### config.mk
export PLATFORM = sky130hd
export DESIGN_NAME = kpad_entry_ctrl
export DESIGN_NICKNAME = d
export VERILOG_FILES = /design/src/rtl/kpad_pkg.sv /design/src/rtl/kpad_scan.sv /design/src/rtl/kpad_decode.sv /design/src/rtl/kpad_accum.sv /design/src/rtl/kpad_entry_ctrl.sv
export SDC_FILE = /design/constraint.sdc
export NUM_CORES = 1
export LEC_CHECK = 0
export ABC_CLOCK_PERIOD_IN_PS = 19500
export BUFFER_PORTS_ARGS = -buffer_cell sky130_fd_sc_hd__clkbuf_2
export CAP_MARGIN = 25
export CORE_MARGIN = 1.5
export CORE_UTILIZATION = 69
export CTS_BUF_LIST = sky130_fd_sc_hd__clkbuf_16
export DETAILED_ROUTE_END_ITERATION = 10
export PLACE_DENSITY_LB_ADDON = 0.05
export SKIP_CTS_REPAIR_TIMING = 1
export SYNTH_ARGS = -nofsm -noshare
export SYNTH_HDL_FRONTEND = slang
export SYNTH_SLANG_ARGS = --single-unit
### constraint.sdc
create_clock -name clk -period 19.5 [get_ports clk]
set_input_delay 3.9 -clock clk [delete_from_list [all_inputs] [get_ports clk]]
set_output_delay 3.9 -clock clk [all_outputs]
set_load 0.01 [all_outputs]
### src/rtl/kpad_pkg.sv
package kpad_pkg;

    typedef enum logic [1:0] {
        ST_WAIT_PRESS    = 2'd0,
        ST_CHECK_PRESS   = 2'd1,
        ST_WAIT_RELEASE  = 2'd2,
        ST_CHECK_RELEASE = 2'd3
    } scan_state_t;

    typedef enum logic [1:0] {
        UNIT_HZ  = 2'd0,
        UNIT_KHZ = 2'd1,
        UNIT_MHZ = 2'd2
    } unit_t;

    localparam logic [7:0] PORT_IDLE  = 8'hF0;
    localparam logic [7:0] LOW_SENSE  = 8'h0F;

    localparam logic [3:0] KEY_LAST_DIGIT = 4'd9;
    localparam logic [3:0] KEY_POINT      = 4'd10;
    localparam logic [3:0] KEY_ENTER      = 4'd11;
    localparam logic [3:0] KEY_HZ         = 4'd12;
    localparam logic [3:0] KEY_KHZ        = 4'd13;
    localparam logic [3:0] KEY_MHZ        = 4'd14;
    localparam logic [3:0] KEY_AUX        = 4'd15;

    localparam int MULT_W = 20;

    // key index -> code seen after line reversal
    function automatic logic [7:0] key_code(input logic [3:0] idx);
        logic [7:0] c;
        case (idx)
            4'd0:  c = 8'hBB;
            4'd1:  c = 8'hE7;
            4'd2:  c = 8'hEB;
            4'd3:  c = 8'hED;
            4'd4:  c = 8'hEE;
            4'd5:  c = 8'hD7;
            4'd6:  c = 8'hDB;
            4'd7:  c = 8'hDD;
            4'd8:  c = 8'hDE;
            4'd9:  c = 8'hB7;
            4'd10: c = 8'hBD;
            4'd11: c = 8'h7E;
            4'd12: c = 8'h7D;
            4'd13: c = 8'h7B;
            4'd14: c = 8'h77;
            default: c = 8'hBE;
        endcase
        return c;
    endfunction

    function automatic logic [MULT_W-1:0] unit_mult(input unit_t u);
        logic [MULT_W-1:0] m;
        unique case (u)
            UNIT_KHZ: m = MULT_W'(1000);
            UNIT_MHZ: m = MULT_W'(1000000);
            default:  m = MULT_W'(1);
        endcase
        return m;
    endfunction

endpackage

### src/rtl/kpad_scan.sv
module kpad_scan
    import kpad_pkg::*;
(
    input  logic       clk,
    input  logic       rst_n,
    input  logic       poll_tick,
    input  logic [7:0] port_in,
    output logic [7:0] port_drv,
    output logic [7:0] code,
    output logic       code_stb
);

    scan_state_t state_q, state_d;
    logic [7:0]  first_q;
    logic [7:0]  code_q;
    logic [7:0]  drv_q;
    logic        rev_pend_q;
    logic        stb_q;
    logic        step;
    logic        port_idle;

    assign step      = poll_tick && !rev_pend_q;
    assign port_idle = (port_in == PORT_IDLE);

    // next-state logic
    always_comb begin
        state_d = state_q;
        if (step) begin
            unique case (state_q)
                ST_WAIT_PRESS:    if (!port_idle) state_d = ST_CHECK_PRESS;
                ST_CHECK_PRESS:   state_d = (port_in == first_q) ? ST_WAIT_RELEASE : ST_WAIT_PRESS;
                ST_WAIT_RELEASE:  if (port_idle) state_d = ST_CHECK_RELEASE;
                ST_CHECK_RELEASE: state_d = port_idle ? ST_WAIT_PRESS : ST_WAIT_RELEASE;
            endcase
        end
    end

    // state register
    always_ff @(posedge clk) begin
        if (!rst_n) state_q <= ST_WAIT_PRESS;
        else        state_q <= state_d;
    end

    // outputs and sampled data
    always_ff @(posedge clk) begin
        if (!rst_n) begin
            first_q    <= '0;
            code_q     <= '0;
            drv_q      <= PORT_IDLE;
            rev_pend_q <= 1'b0;
            stb_q      <= 1'b0;
        end else begin
            stb_q <= 1'b0;
            if (rev_pend_q) begin
                code_q     <= port_in;
                drv_q      <= PORT_IDLE;
                rev_pend_q <= 1'b0;
            end
            if (step) begin
                if (state_q == ST_WAIT_PRESS && !port_idle)
                    first_q <= port_in;
                if (state_q == ST_CHECK_PRESS && port_in == first_q) begin
                    drv_q      <= first_q | LOW_SENSE;
                    rev_pend_q <= 1'b1;
                end
                if (state_q == ST_CHECK_RELEASE && port_idle)
                    stb_q <= 1'b1;
            end
        end
    end

    assign port_drv = drv_q;
    assign code     = code_q;
    assign code_stb = stb_q;

    assert_hold_without_tick_R5: assert property (@(posedge clk) disable iff (!rst_n)
        !poll_tick |=> $stable(state_q));

    assert_drive_restored_R2: assert property (@(posedge clk) disable iff (!rst_n)
        rev_pend_q |=> (port_drv == PORT_IDLE));

    assert_report_after_release_R4: assert property (@(posedge clk) disable iff (!rst_n)
        code_stb |-> ($past(state_q) == ST_CHECK_RELEASE && state_q == ST_WAIT_PRESS));

    assert_reverse_after_confirm_R3: assert property (@(posedge clk) disable iff (!rst_n)
        $rose(rev_pend_q) |-> (state_q == ST_WAIT_RELEASE && $past(state_q) == ST_CHECK_PRESS));

endmodule

### src/rtl/kpad_decode.sv
module kpad_decode
    import kpad_pkg::*;
#(
    parameter int KEYS = 16
) (
    input  logic [7:0] code,
    output logic       hit,
    output logic [3:0] idx
);

    logic [KEYS-1:0] match;

    for (genvar gi = 0; gi < KEYS; gi++) begin : g_match
        assign match[gi] = (code == key_code(4'(gi)));
    end

    always_comb begin
        idx = '0;
        for (int i = 0; i < KEYS; i++)
            if (match[i]) idx = 4'(i);
    end

    assign hit = |match;

    always_comb begin
        assert_single_match_R2: assert ($onehot0(match))
            else $error("key table gives more than one index");
    end

endmodule

### src/rtl/kpad_accum.sv
module kpad_accum
    import kpad_pkg::*;
#(
    parameter int MAX_DIGITS = 6,
    parameter int LIMIT      = 160000000,
    parameter int VAL_W      = 20,
    parameter int RES_W      = 28
) (
    input  logic             clk,
    input  logic             rst_n,
    input  logic             key_stb,
    input  logic [3:0]       key_in,
    output logic [3:0]       key_idx,
    output logic             key_valid,
    output logic [VAL_W-1:0] value,
    output logic [1:0]       unit_sel,
    output logic [RES_W-1:0] result,
    output logic             result_valid
);

    localparam int CNT_W  = $clog2(MAX_DIGITS + 1);
    localparam int PROD_W = VAL_W + MULT_W;

    logic [VAL_W-1:0]  value_q;
    logic [CNT_W-1:0]  cnt_q;
    unit_t             unit_q;
    logic [3:0]        idx_q;
    logic              kv_q;
    logic [RES_W-1:0]  res_q;
    logic              rv_q;
    logic [VAL_W-1:0]  digit_next;
    logic [PROD_W-1:0] product;
    logic [RES_W-1:0]  res_d;

    always_comb begin
        digit_next = VAL_W'(({4'd0, value_q} * (VAL_W+4)'(10)) + (VAL_W+4)'(key_in));
        product    = PROD_W'(value_q) * PROD_W'(unit_mult(unit_q));
        res_d      = (product > PROD_W'(LIMIT)) ? '0 : RES_W'(product);
    end

    always_ff @(posedge clk) begin
        if (!rst_n) begin
            value_q <= '0;
            cnt_q   <= '0;
            unit_q  <= UNIT_HZ;
            idx_q   <= '0;
            kv_q    <= 1'b0;
            res_q   <= '0;
            rv_q    <= 1'b0;
        end else begin
            kv_q <= key_stb;
            rv_q <= 1'b0;
            if (key_stb) begin
                idx_q <= key_in;
                if (key_in <= KEY_LAST_DIGIT) begin
                    if (cnt_q < CNT_W'(MAX_DIGITS)) begin
                        value_q <= digit_next;
                        cnt_q   <= cnt_q + 1'b1;
                    end
                end else begin
                    unique case (key_in)
                        KEY_ENTER: begin
                            res_q   <= res_d;
                            rv_q    <= 1'b1;
                            value_q <= '0;
                            cnt_q   <= '0;
                        end
                        KEY_HZ:  unit_q <= UNIT_HZ;
                        KEY_KHZ: unit_q <= UNIT_KHZ;
                        KEY_MHZ: unit_q <= UNIT_MHZ;
                        default: ; // point and auxiliary: no data effect
                    endcase
                end
            end
        end
    end

    assign key_idx      = idx_q;
    assign key_valid    = kv_q;
    assign value        = value_q;
    assign unit_sel     = unit_q;
    assign result       = res_q;
    assign result_valid = rv_q;

    assert_digit_cap_R6: assert property (@(posedge clk) disable iff (!rst_n)
        cnt_q <= CNT_W'(MAX_DIGITS));

    assert_value_bound_R6: assert property (@(posedge clk) disable iff (!rst_n)
        (key_valid && idx_q <= KEY_LAST_DIGIT && $past(cnt_q) == CNT_W'(MAX_DIGITS)) |-> $stable(value_q));

    assert_result_in_range_R9: assert property (@(posedge clk) disable iff (!rst_n)
        result_valid |-> (result <= RES_W'(LIMIT)));

    assert_clear_on_enter_R9: assert property (@(posedge clk) disable iff (!rst_n)
        result_valid |-> (value_q == '0 && cnt_q == '0));

    assert_single_result_R9: assert property (@(posedge clk) disable iff (!rst_n)
        result_valid |=> !result_valid);

    assert_point_aux_inert_R7: assert property (@(posedge clk) disable iff (!rst_n)
        (key_valid && (idx_q == KEY_POINT || idx_q == KEY_AUX)) |-> ($stable(value_q) && $stable(unit_q)));

endmodule

### src/rtl/kpad_entry_ctrl.sv
module kpad_entry_ctrl
    import kpad_pkg::*;
#(
    parameter int MAX_DIGITS = 6,
    parameter int LIMIT      = 160000000,
    parameter int VAL_W      = $clog2(10 ** MAX_DIGITS),
    parameter int RES_W      = $clog2(LIMIT + 1)
) (
    input  logic             clk,
    input  logic             rst_n,
    input  logic             poll_tick,
    input  logic [7:0]       port_in,
    output logic [7:0]       port_drv,
    output logic [3:0]       key_idx,
    output logic             key_valid,
    output logic [VAL_W-1:0] value,
    output logic [1:0]       unit_sel,
    output logic [RES_W-1:0] result,
    output logic             result_valid
);

    logic [7:0] code;
    logic       code_stb;
    logic       hit;
    logic [3:0] dec_idx;

    kpad_scan u_scan (
        .clk      (clk),
        .rst_n    (rst_n),
        .poll_tick(poll_tick),
        .port_in  (port_in),
        .port_drv (port_drv),
        .code     (code),
        .code_stb (code_stb)
    );

    kpad_decode u_decode (
        .code(code),
        .hit (hit),
        .idx (dec_idx)
    );

    kpad_accum #(
        .MAX_DIGITS(MAX_DIGITS),
        .LIMIT     (LIMIT),
        .VAL_W     (VAL_W),
        .RES_W     (RES_W)
    ) u_accum (
        .clk         (clk),
        .rst_n       (rst_n),
        .key_stb     (code_stb && hit),
        .key_in      (dec_idx),
        .key_idx     (key_idx),
        .key_valid   (key_valid),
        .value       (value),
        .unit_sel    (unit_sel),
        .result      (result),
        .result_valid(result_valid)
    );

    assert_unknown_ignored_R10: assert property (@(posedge clk) disable iff (!rst_n)
        (code_stb && !hit) |=> (!key_valid && $stable(value)));

endmodule

Word level (Yosys, flattened, before mapping). Cells that the tools add are included. W data, S select, Z words.

$add $sub $neg: 2. Multipliers: 2. Order comparisons: 3. Eq/ne operators: 30. Mux-type cells: 35. Bitwise gates (word level): 3. Reduce and logical (&&, ||, !) cells: 18.

Operators by type and width (count): $eq A8 B8 Y1 const B (13); $mux W20 (3); $gt A40 B28 Y1 const B (1); $mul A20 B20 Y40 (1); $pmux W20 S2 (1); $eq A8 B7 Y1 const B (4); $mux W4 (8); $mux W28 (1); $mux W8 (3); $mux W3 (7); $add A20 B4 Y20 (1); $mul A20 B3 Y19 const B (1); $eq A4 B4 Y1 const B (4); $reduce_or A16 Y1 (1); $mux W2 (6); $reduce_and A3 Y1 (4); $eq A8 B8 Y1 (1); $pmux W2 S4 (1); $eq A2 B2 Y1 const B (3); $pmux W2 S3 (1); $logic_and A1 B1 Y1 (5); $eq A2 B1 Y1 const B (2); $le A4 B4 Y1 const B (1); $mux W1 (4); other kinds (11) (16).

Register bits: 87. Output and inout bits: 64.

Depth between registers and ports, before layout. Gate-level depths: netlist (run 1).

Depth after elaboration: 19. Depth in mapped cells: 32.

Modules after synthesis. Synthesis (run 1) repeated with hierarchy kept, for this count alone.

Cells, all modules: 1604. Area, all modules: 14425.1 um^2.

Modules (own cells, without submodules): kpad_accum (times used 1, cells each 1424, area an instance 12827.3 um^2); kpad_scan (times used 1, cells each 125, area an instance 1265.0 um^2); kpad_decode (times used 1, cells each 54, area an instance 326.6 um^2); kpad_entry_ctrl (times used 1, cells each 1, area an instance 6.3 um^2).

Worst setup path before layout (run 1). No wires, ideal clock.

Path type: register -> register. Start point: reg u_accum.unit_q[0], in the netlist u_accum.unit_sel[0]. End point: reg u_accum.res_q[16], in the netlist u_accum.result[16]. Arrival: 7.488 ns. Data required time: 19.433 ns. Path slack: 11.944 ns. Cell stages (with the launch flop): 31. Path buffers: 3. Clock period less this slack: 7.556 ns. Cell sequence: dfxtp_1 inv_1 ha_1 clkbuf_1 clkbuf_1 nor2b_1 fa_1 inv_1 fa_1 inv_1 ha_1 fa_1 inv_1 fa_1 inv_1 fa_1 inv_1 fa_1 inv_1 ha_1 a21oi_1 o21ai_1 a221o_1 a311oi_2 o21ai_1 a311oi_1 o2111ai_1 a2111oi_4 nand4_4 buf_6 o21ai_2.

Cells in the longest elaborated chain, start to end: 5.

Ends and longest elaborated chain: start: declaration (RTL line kpad_accum.sv:26) `unit_t unit_q;`; start signal: assignment (RTL line kpad_accum.sv:45) `unit_q <= UNIT_HZ;`; start signal: assignment (RTL line kpad_accum.sv:68) `KEY_HZ: unit_q <= UNIT_HZ;`; start signal: assignment (RTL line kpad_accum.sv:69) `KEY_KHZ: unit_q <= UNIT_KHZ;`; $eq A2 B2 Y1 or $eq A2 B1 Y1 (tied branches) (RTL line kpad_pkg.sv:55) `unique case (u)`; $pmux W20 S2 (*) (RTL line kpad_pkg.sv:55); $mul A20 B20 Y40 (*) (RTL line kpad_accum.sv:37) `product = PROD_W'(value_q) * PROD_W'(unit_mult(unit_q));`; $gt A40 B28 Y1 (RTL line kpad_accum.sv:38) `res_d = (product > PROD_W'(LIMIT)) ? '0 : RES_W'(product);`; $mux W28 (*) (RTL line kpad_accum.sv:38); end signal: assignment (RTL line kpad_accum.sv:63) `res_q <= res_d;`; end: declaration (RTL line kpad_accum.sv:29) `logic [RES_W-1:0] res_q;`.

Every way passes the cells marked *; elsewhere a longest branch is shown, timed or not. A chain may end at the register's enable or synchronous reset.

Worst setup path after layout (run 1).
Start point: reg u_accum.unit_q[0], in the netlist u_accum.unit_sel[0]. End point: reg u_accum.res_q[2], in the netlist u_accum.result[2].

Same word-level chain as after synthesis.

==> results of run 1 <==
[cells in the mapped netlist, types with 5 or more instances]
cell / number
o21bai_1: 5
dfxtp_1: 87
or2_2: 6
nor3b_1: 6
o21ai_2: 21
nor3_1: 21
o21ai_0: 46
o21a_1: 7
clkbuf_1: 41
or3_1: 10
and3_1: 21
nor4_1: 5
nand2b_1: 15
a211oi_1: 9
mux2i_1: 23
a22oi_1: 19
nand3_1: 28
a21o_1: 20
xor2_1: 36
a31oi_1: 5
o2111ai_1: 6
inv_1: 240
and2_1: 51
a21boi_0: 8
a211o_1: 5
o21ai_1: 5
nand2_1: 115
ha_1: 247
nand4_1: 12
buf_2: 17
xnor2_1: 47
nor2b_1: 25
o211ai_1: 11
nor2_1: 84
nand3b_1: 5
fa_1: 158
a21oi_1: 57
[logic make-up after synthesis]
logic type,Yosys count,synth area share
xor gates and xnor gates,83,0.0508
muxes,27,0.0192
and+or+nand+nor,422,0.151
DFF,87,0.122
AOI/OAI and AO/OA,276,0.137
adders and majority gates,405,0.437
buffers and inverters,305,0.0833
[final timing paths]
| path | depth (start not counted) | from | slack, ns | end |
|---|---|---|---|---|
| worst min register to register | 2 | u_accum.result[15] | 0.45 | u_accum.result[15] |
| worst max-delay path | 25 | u_accum.unit_sel[0] | 10.95 | u_accum.result[2] |
| worst min-delay path | 2 | u_accum.result[15] | 0.45 | u_accum.result[15] |
| worst max register to register | 25 | u_accum.unit_sel[0] | 10.95 | u_accum.result[2] |
[metrics by stage]
step / instance area, um2 / cells / utilization / worst slack [ns]
floorplan: 14300 / 1605 / - / 11.94
global placement: 14800 / 1890 / 0.728 / 11.14
detailed placement: 14800 / 1890 / 0.728 / 11.03
CTS: 15100 / 1906 / 0.742 / 10.99
global route: 15100 / 1906 / 0.742 / 10.41
finish: 15100 / 1906 / 0.742 / 10.95
[area by class of cell]
type	count	area, um2
Multi-Input combinational cell	1213	11400
Fill cell	1545	5230
Sequential cell	87	1740
Inverter	241	905
Timing Repair Buffer	79	408
Tap cell	270	338
Clock buffer	9	225
Clock inverter	7	71.3
[critical path, delay by kind of cell, from the launching register on]
kind | cells | cell delay [ns]
AOI/OAI and AO/OA | 9 | 2.41
adders and majority gates | 9 | 4.67
buffers and inverters | 5 | 0.27
and+or+nand+nor | 2 | 0.76
DFF | 1 | 0.34
[layer usage]
layer	GRT usage	up-vias	share of wire
met5	0	-	0
met4	0.112	0	0.032
met3	0.0478	66	0.052
met2	0.530	297	0.49
met1	0.406	5419	0.42
li1	-	5458	-
[power by group]
part	switching (mW)	internal, mW	leakage, nW	total, mW
Clock	0.0907	0.0905	0.139	0.181
Combinational	0.00669	0.00369	7.35	0.0104
Sequential	0.00105	0.179	0.702	0.180
Total	0.0984	0.273	8.20	0.371
[flip-flops by register name, indices dropped and copies added, names as in the netlist]
signal	cells
u_scan.state_q	2
u_scan.code	8
u_scan.first_q	8
u_accum.result_valid	1
u_accum.unit_sel	2
u_accum.result	28
u_accum.key_idx	4
u_scan.port_drv	8
u_accum.key_valid	1
u_scan.rev_pend_q	1
u_accum.cnt_q	3
u_scan.code_stb	1
u_accum.value	20
[layout by cell type, fill, tap and decap left out, types with 25 or more instances in the layout]
cell type	synthesis	routed
nor2_1	84	83
inv_1	240	240
xnor2_1	47	47
nand3_1	28	28
nand2_1	115	115
a21oi_1	57	57
ha_1	247	247
xor2_1	36	36
dfxtp_1	87	87
fa_1	158	158
and2_1	51	51
clkbuf_2	0	74
o21ai_0	46	46
nor2b_1	25	25
==> results.tsv, run 1 <==
metric	value	unit
outcome	finished clean	
drive_above_1_share	0.0905	
layout.nets	2047	
yosysWarnings	0	
cp.required	19.76	ns
grt_overflow	0	
hold_path_class	reg2reg	
synth_cell_types	85	
antenna_found_initial	0	
grt_max_degree	47	
async_flop_share	0	
synthTopCellsByArea	fa_1 22%, ha_1 22%, dfxtp_1 12%, inv_1 6.3%, nand2_1 3.0%	
slew_headroom	0.310	
diodes	0	
synth_area_per_cell	8.92	um2
setup-violations-final	0	
synth_edf_count	0	
core_area	20300	um2
finalCritPeriodShare	0.439	
clkTransAtPathRegs	0.08	ns
end_kind	flip-flop	
num_rows	52	
synth_top_area_share	0.221	
fp.dieH	147	um
numCtsBuffers	9	
syn_area	14300	um2
grt_usage	0.312	
maxCapViolCount	0	
io_pins	75	
crit_top_cell	fa_1	
p_per_area	24.6	nW/um2
grt_pass1_wl	53900	um
max_stage_delay	0.84	ns
rsz0062_at_grt	no	
tightest_slew	1.03	ns
wirelength	32700	um
p_leak	8.20	nW
max_freq	117	MHz
fin_hold_ws	0.454	ns
place_hpwl	26400	um
syn_inst	1605	
port_buffers	74	
final.setup.tns	0	ns
clk-insertion-delay-late	0.36	ns
drt_iter0_drc	602	
synth_ff_type	dfxtp_1	
finalClockSkew	0.0205	ns
grt_pass1_vias	11200	
fp.dieW	147	um
die-area	21600	um2
synth_top_area_cell	fa_1	
vias	11200	
clock_path_buffers	2	
design_power_total	0.371	mW
critPathLaunchType	flip-flop	
synth-seq-cells	87	
timing_worst_setup_path_type	reg2reg	
ant_nets	0	
cts_sinks	87	
initial_core_util	0.705	
yosysSeqAreaShare	0.122	
wire_per_inst	17.2	um
ir_drop	0.0390	mV
hold_violations	0	
critPathArrivalTime	8.82	ns
syn_nets	2021	
area_growth	5.29	%
vias_per_cell	5.90	
crit_fanout	40	
h-tree-depth	3	
cts-root-buf	clkbuf_16	
cts_tree	done	
min_period	8.55	ns
place_congestion	0.913	
drc	0	
drv_slew	0	
first_pass_iters	7	
cp_slowest_cell	ha_1	
No activity file was read; power rests on OpenSTA's default activity.
==> run 2: changes to the inputs <==
ABC_AREA = 1   (was not set)
ABC_CLOCK_PERIOD_IN_PS = 8070   (was 19500)
CORE_UTILIZATION = 65   (was 69)
clock period = 8.07 ns   (was 19.5 ns; I/O delays follow)
==> results.tsv, run 2 <==
metric	value	unit	change
antenna_found_initial	0		unchanged
cp.required	8.35	ns	-11.41 ns
worst-path-buf-inv	9		+4
grt_pass1_wl	61900	um	+15%
timing_worst_setup_path_type	reg2reg		
grt_overflow	0		unchanged
synth_top_area_share	0.214		-0.00707
clock_path_buffers	2		unchanged
outcome	finished clean		
synth-seq-cells	87		unchanged
max_freq	135	MHz	+15%
finalCritPeriodShare	0.918		+0.480
drv_slew	0		unchanged
setup-violations-final	0		unchanged
rsz0062_at_grt	no		
synth_top_area_cell	fa_1		
r2r_setup_slack	0.66	ns	-10.29 ns
first_pass_iters	7		unchanged
largest_reg_flops	28		unchanged
maxCapViolCount	0		unchanged
async_flop_share	0		unchanged
synth_ff_type	dfxtp_1		
place_hpwl	31100	um	+18%
synth_common_cells	443 x inv_1, 403 x nand2_1, 247 x ha_1		
drt_iter0_drc	989		+64%
h-tree-depth	3		unchanged
io_pins	75		unchanged
final.setup.tns	0	ns	unchanged
clk-insertion-delay-late	0.36	ns	about the same
vias	12900		+15%
design_power_total	0.871	mW	+130%
area_growth	6.20	%	
final_common_cell	inv_1		
finalClockSkew	0.0126	ns	-0.00782 ns
cp_slowest_cell	ha_1		
initial_core_util	0.669		-0.0358
wirelength	36700	um	+12%
num-fill-cells	1907		+23%
die-area	23700	um2	+9.5%
vias_per_cell	5.46		-7.5%
synth_cell_types	46		-46%
min_period	7.41	ns	-1.14 ns
cts_sinks	87		unchanged
tightest_slew	1.02	ns	-0.0142 ns
final_cell_mix	444 x inv_1, 403 x nand2_1, 246 x ha_1		
syn_nets	2425		+20%
grt_pass1_vias	12700		+14%
ant_nets	0		unchanged
crit_top_cell	inv_1		
diodes	0		unchanged
p_leak	9.41	nW	+15%
yosysWarnings	0		unchanged
end_kind	flip-flop		
wire_per_inst	15.6	um	-9.3%
place_congestion	0.933		+2.1%
numCtsBuffers	9		unchanged
slew_headroom	0.320		+0.00945
clkTransAtPathRegs	0.08	ns	about the same
cts_tree	done		
critPathArrivalTime	7.69	ns	-1.13 ns
synthTopCellsByArea	fa_1 21%, ha_1 21%, dfxtp_1 12%, inv_1 11%, nand2_1 10%		
syn_area	14800	um2	+3.3%
drc	0		unchanged
hold_violations	0		unchanged
layout.nets	2490		+22%
max_stage_delay	0.73	ns	-0.11 ns
top_register	u_accum.result		
fp.dieH	154	um	+4.6%
syn_inst	2009		+25%
p_per_area	55.5	nW/um2	+130%
yosysSeqAreaShare	0.118		-0.00389
synth_most_common_cell	inv_1		
drive_above_1_share	0.0712		-0.0193
port_buffers	74		unchanged
ir_drop	0.130	mV	+230%
fp.dieW	154	um	+4.6%
cts-root-buf	clkbuf_16		
critPathLaunchType	flip-flop		
grt_max_degree	58		+23%
critPathTopFamily	adder cells		
core_area	22100	um2	+8.8%
hold_path_class	reg2reg		
grt_usage	0.326		+0.0135
synth_area_per_cell	7.36	um2	-17%
crit_fanout	28		-30%
synth_edf_count	0		unchanged
num_rows	54		+3.8%
-- run 2: layer usage --
layer  vias up  part of all wire  track usage
li1       6414                 -            -
met1      6083              0.46        0.453
met2       339              0.46        0.540
met3        39             0.063       0.0485
met4         0             0.014       0.0689
met5         -                 0            0
-- run 2: final timing paths --
| check | start | endpoint | cells past startpoint |
|---|---|---|---|
| setup reg to reg | u_accum.unit_sel[0] | u_accum.result[12] | 33 |
| hold / removal | u_scan.port_drv[0] | u_scan.port_drv[0] | 2 |
| setup / recovery | u_accum.unit_sel[0] | u_accum.result[12] | 33 |
| hold reg to reg | u_scan.port_drv[0] | u_scan.port_drv[0] | 2 |
-- run 2: kinds of logic (layout without fill, tap and decap cells) --
kind of cell	Yosys count	count (layout)	synth area share
flip-flops	87	87	0.118
AND/OR/NAND/NOR	755	755	0.221
XOR/XNOR	38	38	0.0225
adder cells (fa/ha/maj)	405	405	0.423
buffers and inverters	482	552	0.127
AO/OA/AOI/OAI	242	242	0.0893
-- run 2: worst register-to-register path: cells and delay by family, from the launching register on --
family          cells  cell delay, ns
compound gates      2            0.28
fa+ha+maj           9            4.30
buf+inv             9            0.76
flops               1            0.39
simple gates       13            1.61
-- run 2: cell type report --
cell class                 count  area (um2)  share of cell area
clock buffer                   9         225              0.0143
multi-input combinational   1440       11200               0.712
timing repair buffer          87         468              0.0298
clock inverter                 7        56.3             0.00359
sequential                    87        1740               0.111
tap                          280         350              0.0223
inverter                     449        1690               0.107
-- run 2: where the power goes --
part | switching [mW] | internal, mW | total (mW)
combinational | 0.0187 | 0.00841 | 0.0271
sequential | 0.00286 | 0.433 | 0.436
clock | 0.196 | 0.212 | 0.408
total | 0.218 | 0.653 | 0.871
-- run 2: metrics by stage --
step                 util  setup WS [ns]  instance area (um2)  std cells  hold WS, ns
global route        0.711          0.212                15700       2359        0.478
finish              0.711          0.659                15700       2359        0.458
detailed placement  0.698          0.629                15400       2343        0.442
floorplan               -           1.13                14800       2009        0.445
CTS                 0.710          0.515                15700       2359        0.458
global placement    0.698          0.744                15400       2343        0.438
